`config.mk`:
```
export PLATFORM = sky130hd
export DESIGN_NAME = cmd_parser
export DESIGN_NICKNAME = d
export VERILOG_FILES = /design/src/rtl/cmd_parser_pkg.sv /design/src/rtl/cmd_parser_ctrl.sv /design/src/rtl/cmd_parser_dpath.sv /design/src/rtl/cmd_parser.sv
export SDC_FILE = /design/constraint.sdc
export NUM_CORES = 1
export LEC_CHECK = 0
export BUFFER_PORTS_ARGS = -buffer_cell sky130_fd_sc_hd__buf_2
export CORE_ASPECT_RATIO = 0.8
export CORE_MARGIN = 1.5
export CORE_UTILIZATION = 38
export CTS_BUF_LIST = sky130_fd_sc_hd__clkbuf_8
export CTS_CLUSTER_DIAMETER = 30
export DETAILED_ROUTE_END_ITERATION = 7
export RECOVER_POWER = 50
export SETUP_SLACK_MARGIN = 0.1
export SLEW_MARGIN = 20
export SYNTH_ARGS = -nofsm -noshare
export SYNTH_HDL_FRONTEND = slang
export SYNTH_SLANG_ARGS = --single-unit
```
`constraint.sdc`:
```
create_clock -name clk -period 2.65 [get_ports clk]
set_input_delay 0.795 -clock clk [delete_from_list [all_inputs] [get_ports clk]]
set_output_delay 0.795 -clock clk [all_outputs]
set_load 0.05 [all_outputs]
```
`src/rtl/cmd_parser_pkg.sv`:
```
package cmd_parser_pkg;
  localparam logic [7:0] OP_SET_CTX   = 8'h69;
  localparam logic [7:0] OP_SET_SH    = 8'h76;
  localparam logic [7:0] OP_SET_UCFG  = 8'h79;
  localparam logic [7:0] OP_INC_DE    = 8'h85;
  localparam logic [7:0] OP_WAIT_CE   = 8'h86;
  localparam logic [7:0] OP_NOP       = 8'h10;

  typedef enum logic [2:0] {
    CLS_CTX, CLS_SH, CLS_UCFG, CLS_NOP, CLS_FWD, CLS_INC, CLS_WAIT, CLS_BAD
  } pktClass_e;

  typedef struct packed {
    logic      loadAddr;
    logic      writeReg;
    logic      incDe;
    logic      fwdHdr;
    logic      fwdWord;
    logic      flip;
    logic      badPkt;
    pktClass_e cls;
  } ctrlStrobes_t;

  function automatic pktClass_e classify(input logic [7:0] op);
    case (op)
      OP_SET_CTX:  classify = CLS_CTX;
      OP_SET_SH:   classify = CLS_SH;
      OP_SET_UCFG: classify = CLS_UCFG;
      OP_NOP:      classify = CLS_NOP;
      OP_INC_DE:   classify = CLS_INC;
      OP_WAIT_CE:  classify = CLS_WAIT;
      8'h15, 8'h27, 8'h2A, 8'h2D, 8'h37, 8'h3C,
      8'h46, 8'h47, 8'h48, 8'h50, 8'h58: classify = CLS_FWD;
      default:     classify = CLS_BAD;
    endcase
  endfunction
endpackage

```
`src/rtl/cmd_parser_ctrl.sv`:
```
module cmd_parser_ctrl
  import cmd_parser_pkg::*;
#(
  parameter logic [31:0] FLIP_MARKER = 32'h464C_4950
) (
  input  logic         clk,
  input  logic         rstN,
  input  logic         cmdValid,
  input  logic [31:0]  cmdWord,
  input  logic         ceAhead,
  output logic         cmdReady,
  output ctrlStrobes_t strb
);
  localparam int LEN_W = 15;

  typedef enum logic [1:0] {ST_HDR, ST_BODY, ST_WAIT} state_e;

  state_e     state;
  pktClass_e  clsQ;
  logic [LEN_W-1:0] remain;
  logic       firstWord;
  logic       nopLive;

  logic       accept;
  logic [1:0] hType;
  logic [13:0] hCnt;
  pktClass_e  hCls;

  assign cmdReady = (state != ST_WAIT);
  assign accept   = cmdValid && cmdReady;
  assign hType    = cmdWord[31:30];
  assign hCnt     = cmdWord[29:16];
  assign hCls     = classify(cmdWord[15:8]);

  always_comb begin
    strb = '0;
    strb.cls = (state == ST_HDR) ? hCls : clsQ;
    if (accept && state == ST_HDR) begin
      if (hType != 2'd3 || hCls == CLS_BAD) strb.badPkt = 1'b1;
      else begin
        strb.incDe  = (hCls == CLS_INC);
        strb.fwdHdr = (hCls == CLS_FWD);
      end
    end else if (accept && state == ST_BODY) begin
      case (clsQ)
        CLS_CTX, CLS_SH, CLS_UCFG: begin
          strb.loadAddr = firstWord;
          strb.writeReg = !firstWord;
        end
        CLS_NOP: strb.flip    = firstWord && nopLive && (cmdWord == FLIP_MARKER);
        CLS_FWD: strb.fwdWord = 1'b1;
        default: ;
      endcase
    end
  end

  always_ff @(posedge clk or negedge rstN) begin
    if (!rstN) begin
      state     <= ST_HDR;
      clsQ      <= CLS_BAD;
      remain    <= '0;
      firstWord <= 1'b0;
      nopLive   <= 1'b0;
    end else begin
      case (state)
        ST_HDR: if (accept && hType == 2'd3) begin
          clsQ      <= hCls;
          remain    <= LEN_W'(hCnt) + LEN_W'(1);
          firstWord <= 1'b1;
          nopLive   <= (hCnt != 14'd0);
          state     <= (hCls == CLS_WAIT) ? ST_WAIT : ST_BODY;
        end
        ST_WAIT: if (ceAhead) state <= ST_BODY;
        default: if (accept) begin
          firstWord <= 1'b0;
          remain    <= remain - LEN_W'(1);
          if (remain == LEN_W'(1)) state <= ST_HDR;
        end
      endcase
    end
  end

  // the stall holds until the companion counter is ahead
  assert_wait_holds_R6: assert property (@(posedge clk) disable iff (!rstN)
    (state == ST_WAIT && !ceAhead) |=> (state == ST_WAIT));
  // a packet body is never entered with nothing left to read
  assert_body_nonempty_R1: assert property (@(posedge clk) disable iff (!rstN)
    (state == ST_BODY) |-> (remain != '0));
endmodule

```
`src/rtl/cmd_parser_dpath.sv`:
```
module cmd_parser_dpath
  import cmd_parser_pkg::*;
#(
  parameter int              ADDR_W    = 16,
  parameter int              CNT_W     = 32,
  parameter logic [ADDR_W-1:0] CTX_BASE  = 16'hA000,
  parameter logic [ADDR_W-1:0] SH_BASE   = 16'h2C00,
  parameter logic [ADDR_W-1:0] UCFG_BASE = 16'hC000
) (
  input  logic              clk,
  input  logic              rstN,
  input  logic [31:0]       cmdWord,
  input  ctrlStrobes_t      strb,
  input  logic [CNT_W-1:0]  ceCount,
  output logic              ceAhead,
  output logic [CNT_W-1:0]  deCount,
  output logic              regWrEn,
  output logic [ADDR_W-1:0] regWrAddr,
  output logic [31:0]       regWrData,
  output logic              opStrobe,
  output logic [7:0]        opCode,
  output logic              opWordValid,
  output logic [31:0]       opWord,
  output logic              flipIrq,
  output logic              errFlag
);
  logic [ADDR_W-1:0] addrQ;
  logic [ADDR_W-1:0] base;

  assign ceAhead = (ceCount > deCount);

  always_comb begin
    case (strb.cls)
      CLS_SH:   base = SH_BASE;
      CLS_UCFG: base = UCFG_BASE;
      default:  base = CTX_BASE;
    endcase
  end

  always_ff @(posedge clk or negedge rstN) begin
    if (!rstN) begin
      addrQ       <= '0;
      deCount     <= '0;
      regWrEn     <= 1'b0;
      regWrAddr   <= '0;
      regWrData   <= '0;
      opStrobe    <= 1'b0;
      opCode      <= '0;
      opWordValid <= 1'b0;
      opWord      <= '0;
      flipIrq     <= 1'b0;
      errFlag     <= 1'b0;
    end else begin
      regWrEn     <= strb.writeReg;
      opStrobe    <= strb.fwdHdr;
      opWordValid <= strb.fwdWord;
      flipIrq     <= strb.flip;
      if (strb.badPkt) errFlag <= 1'b1;
      if (strb.incDe) deCount <= deCount + CNT_W'(1);
      if (strb.loadAddr) addrQ <= base + cmdWord[ADDR_W-1:0];
      if (strb.writeReg) begin
        regWrAddr <= addrQ;
        regWrData <= cmdWord;
        addrQ     <= addrQ + ADDR_W'(1);
      end
      if (strb.fwdHdr) opCode <= cmdWord[15:8];
      if (strb.fwdWord) opWord <= cmdWord;
    end
  end

  // back-to-back writes belong to one burst and step by one address
  assert_burst_step_R4: assert property (@(posedge clk) disable iff (!rstN)
    (regWrEn && $past(regWrEn)) |-> (regWrAddr == $past(regWrAddr) + ADDR_W'(1)));
  // the draw counter only ever moves up by one
  assert_de_step_R5: assert property (@(posedge clk) disable iff (!rstN)
    (deCount != $past(deCount)) |-> (deCount == $past(deCount) + CNT_W'(1)));
  // flip is a single-cycle pulse
  assert_flip_pulse_R8: assert property (@(posedge clk) disable iff (!rstN)
    flipIrq |=> !flipIrq);
  // the error flag is sticky
  assert_err_sticky_R9: assert property (@(posedge clk) disable iff (!rstN)
    errFlag |=> errFlag);
  // a forwarded strobe never coincides with a register write
  assert_excl_out_R7: assert property (@(posedge clk) disable iff (!rstN)
    !(opStrobe && regWrEn));
endmodule

```
`src/rtl/cmd_parser.sv`:
```
module cmd_parser
  import cmd_parser_pkg::*;
#(
  parameter int              ADDR_W      = 16,
  parameter int              CNT_W       = 32,
  parameter logic [ADDR_W-1:0] CTX_BASE    = 16'hA000,
  parameter logic [ADDR_W-1:0] SH_BASE     = 16'h2C00,
  parameter logic [ADDR_W-1:0] UCFG_BASE   = 16'hC000,
  parameter logic [31:0]     FLIP_MARKER = 32'h464C_4950
) (
  input  logic              clk,
  input  logic              rstN,
  input  logic              cmdValid,
  input  logic [31:0]       cmdWord,
  output logic              cmdReady,
  input  logic [CNT_W-1:0]  ceCount,
  output logic [CNT_W-1:0]  deCount,
  output logic              regWrEn,
  output logic [ADDR_W-1:0] regWrAddr,
  output logic [31:0]       regWrData,
  output logic              opStrobe,
  output logic [7:0]        opCode,
  output logic              opWordValid,
  output logic [31:0]       opWord,
  output logic              flipIrq,
  output logic              errFlag
);
  ctrlStrobes_t strb;
  logic         ceAhead;

  cmd_parser_ctrl #(.FLIP_MARKER(FLIP_MARKER)) u_ctrl (
    .clk(clk), .rstN(rstN), .cmdValid(cmdValid), .cmdWord(cmdWord),
    .ceAhead(ceAhead), .cmdReady(cmdReady), .strb(strb)
  );

  cmd_parser_dpath #(
    .ADDR_W(ADDR_W), .CNT_W(CNT_W),
    .CTX_BASE(CTX_BASE), .SH_BASE(SH_BASE), .UCFG_BASE(UCFG_BASE)
  ) u_dpath (
    .clk(clk), .rstN(rstN), .cmdWord(cmdWord), .strb(strb), .ceCount(ceCount),
    .ceAhead(ceAhead), .deCount(deCount), .regWrEn(regWrEn),
    .regWrAddr(regWrAddr), .regWrData(regWrData), .opStrobe(opStrobe),
    .opCode(opCode), .opWordValid(opWordValid), .opWord(opWord),
    .flipIrq(flipIrq), .errFlag(errFlag)
  );
endmodule

```
==> summary.md <==
| Metric | Value |
|---|---|
| Status | `finished clean` |
| WL met3 | `1200 um` |
| GRT Total Usage | `0.203` |
| Final worst slack | `127 ps` |
| Sw Ratio | `0.474` |
| Share of total power in combinational logic | `0.471` |
| Vias | `7199` |
| Setup Crit Path Kind | `in -> reg` |
| WL/cell | `16.6 um` |
| Syn Area/Cell | `10.6 sq um` |
| Worst setup path end | `u_dpath.opCode[1]$_DFFE_PN0P_` |
| Largest net degree at the start of global routing | `55` |
| Distinct cell type count after synthesis | `74` |
| Final WL | `23100 um` |
| Layout cell share with drive strength beyond 1 | `0.343` |
| Synth area leaders | `dfrtp_1, mux2_2, ha_1` |
| Top-count cell post-synth | `dfrtp_1` |
| Tmin final | `2520 ps` |
| I/O pin count | `193` |
| Met2 routed WL | `10200 um` |
| Arrival time at the worst endpoint | `2870 ps` |
| Slew @ Worst Pin | `1410 ps` |
| Die W | `172 um` |
| Worst flop-to-flop path endpoint | `u_ctrl.remain[13]$_DFFE_PN0P_` |
| Reg2reg start | `u_ctrl.remain[0]$_DFFE_PN0P_` |
| Setup slack, reg-to-reg | `220 ps` |
| Number of global-route vias before repair | `7239` |
| Max-cap violations | `0` |
| Post-synth EDFFs | `0` |
| Synth top cells by count | `dfrtp_1, mux2_2, nand2_1` |
| DIE AREA | `23800 sq um` |
| Worst Setup Start Kind | `primary input` |
| CTS tree | `yes` |
| Clk buf depth | `2` |
| Met1 wire length | `11500 um` |
| Synth area leader | `dfrtp_1` |
| Area growth, synth to finish | `25.4%` |
| Rel. slew slack | `0.0580` |
| Clk pwr share | `0.177` |
| CTS H-tree lvls | `4` |
| Top sig layer | `met4` |
| Remaining DRCs | `0` |
| Max frequency | `396 MHz` |
| Root buf cell | `clkbuf_8` |
| Port buffer count | `192` |
| Clk Latency, worst-skew pair | `470 ps` |
| Fin Clk Skew | `19.0 ps` |
| CTS Buf Count | `17` |
| Ys flop type | `dfrtp_1` |
| Register share of total power | `0.352` |
| Total negative slack | `0 ps` |
| First-pass iteration count of the detailed router | `5` |
| Final GP Congestion | `0.842` |
| Final setup viols | `0` |
| Hold_buf cts | `0` |
| Switching power | `5.18 mW` |
| Final hold vios | `0` |
| First-pass GRT wire length | `38200 um` |
| Clk slew on worst S/H paths | `90 ps` |
| Fillers | `2201` |
| Detailed router's first-iteration violation count | `387` |
| Inserted Diodes | `0` |
| Ys Warns | `0` |
| Mapped cell area | `8700 sq um` |
| LEAKAGE | `4.90 nW` |
| Initial antenna violation count | `0` |
| Synth Instances | `824` |
| Net count reported at finish | `1178` |
| CORE AREA | `22500 sq um` |
| Seq cells post-synth | `163` |
| Seq/Total Area, Yosys | `0.469` |
| Unrepaired setup endpoints after global routing | `false` |
| Tcrit/Tclk final | `0.952` |
| DIE HEIGHT | `138 um` |
| Post-DR vias/cell | `5.18` |
| Critical path origin | `cmdWord[13]` |
| Grt ovf | `0` |
| Power Density | `1000 nW/um^2` |
| Worst EP required | `3000 ps` |
| Critical Path Sink Type | `register` |
| Worst-path maximum fanout | `9` |
| Internal power | `5.74 mW` |
| Post-layout util | `0.485` |
| Dpl hpwl | `17400 um` |
| Sink Count | `163` |
| R2R cell count | `6` |
| Post-synth ARST share | `1.00` |
| Pre-CTS setup slack | `-377 ps` |
| Row Count | `49` |
| Starting Density | `0.387` |
| Worst min path class | `reg -> reg` |
| Top cell type's share of synthesized area | `0.460` |
| Fin. max-slew vios | `0` |
| VDD IR max | `0.000775 V` |
| Syn_nets | `932` |
| Final ANT Viol Nets | `0` |
## power groups by stage
stage	Combinational, mW	Sequential [mW]	Clock, mW
CTS	5.29	3.84	1.99
floorplan	1.76	5.94	0
global placement	5.22	3.84	0
finish	5.14	3.84	1.93
global route	5.53	3.98	2.10
detailed placement	5.28	3.88	0
## placed cells by master (no fill, tap or decap), types with 4 or more instances in the layout
master,netlist,layout
dfrtp_1,160,158
buf_2,3,146
mux2_2,78,78
buf_4,2,61
nand2_1,56,55
inv_1,50,50
clkbuf_1,23,50
o21ai_0,41,42
nor2_1,45,41
ha_1,41,41
xnor2_1,37,37
a21oi_1,36,36
nand4_1,27,27
nand3_1,21,20
nor3_1,26,18
clkbuf_8,0,18
o22ai_1,12,12
xor2_1,11,11
a211oi_1,9,8
nor3_2,0,8
a31oi_1,7,7
mux2_4,7,7
or3_1,7,7
a22oi_1,7,7
nand3b_1,6,6
and2_1,5,5
nor4_1,8,5
and3_1,5,5
o21a_1,5,5
inv_6,0,5
nand2b_1,4,4
nor2b_1,4,4
nor4_4,2,4
or4_1,4,4
a221o_1,4,4
mux2i_1,4,4
clkbuf_2,0,4
## worst min path at each step
| stage | from | to | slack (ps) | cells past startpoint |
|---|---|---|---|---|
| CTS | rstN | u_dpath.regWrData[22]$_DFFE_PN0P_ | 280 | 1 |
| detailed placement | u_dpath.opCode[7]$_DFFE_PN0P_ | u_dpath.opCode[7]$_DFFE_PN0P_ | 470 | 1 |
| global placement | u_dpath.opWord[11]$_DFFE_PN0P_ | u_dpath.opWord[11]$_DFFE_PN0P_ | 460 | 2 |
| finish | u_dpath.deCount[15]$_DFFE_PN0P_ | u_dpath.deCount[15]$_DFFE_PN0P_ | 500 | 1 |
| global route | u_dpath.deCount[15]$_DFFE_PN0P_ | u_dpath.deCount[15]$_DFFE_PN0P_ | 500 | 1 |
| floorplan | u_ctrl.clsQ[2]$_DFFE_PN1P_ | u_ctrl.clsQ[2]$_DFFE_PN1P_ | 460 | 2 |
## sequential cells by signal, summed over array words and instances, names as in the netlist
signal               count
u_ctrl.clsQ              3
u_ctrl.firstWord         1
u_ctrl.nopLive           1
u_ctrl.remain           15
u_ctrl.state             2
u_dpath.addrQ           16
u_dpath.deCount         32
u_dpath.errFlag          1
u_dpath.flipIrq          1
u_dpath.opCode           8
u_dpath.opStrobe         1
u_dpath.opWord          32
u_dpath.opWordValid      1
u_dpath.regWrAddr       16
u_dpath.regWrData       32
u_dpath.regWrEn          1
## repair_timing
item                       4_1_cts  5_1_grt
buffers inserted                 0        0
setup endpoints to repair        0       10
resized for setup                0        4
## cell families (layout without fill, tap and decap cells)
family          after synthesis  count (layout)  synth area share
compound gates              146             146             0.105
xor+xnor                     48              48            0.0483
fa+ha+maj                    41              41            0.0590
buf+inv                      87             346            0.0405
flops                       163             163             0.469
mux                          89              89             0.118
simple gates                250             250             0.160
## metrics by stage
step / total power, mW / cells / hold slack, ps / instance area, sq um
CTS: 11.1 / 1389 / 284 / 11000
finish: 10.9 / 1389 / 501 / 10900
detailed placement: 9.16 / 1357 / 470 / 10600
global placement: 9.06 / 1357 / 461 / 10600
global route: 11.6 / 1389 / 505 / 10900
floorplan: 7.71 / 824 / 463 / 8850
## layer usage
layer,vias to the layer above,track usage
met5,-,0
met3,18,0.0521
met4,0,0.0444
li1,3488,-
met1,3520,0.297
met2,173,0.302
## area by class of cell
class                      count  area [sq um]  share of cell area
multi-input combinational    574          4400               0.403
clock buffer                  18           248              0.0227
sequential                   163          4090               0.374
tap                          306           383              0.0351
inverter                      50           188              0.0172
clock inverter                14           166              0.0152
timing repair buffer         264          1440               0.132
## critical path, cell delays in order
cell	delay [ps]
buf_2	130
or4b_4	550
o32a_1	290
o22ai_1	180
a211oi_2	70
or3b_4	390
buf_12	160
mux2_4	290
Note: power is estimated with default switching activity, not from simulation.
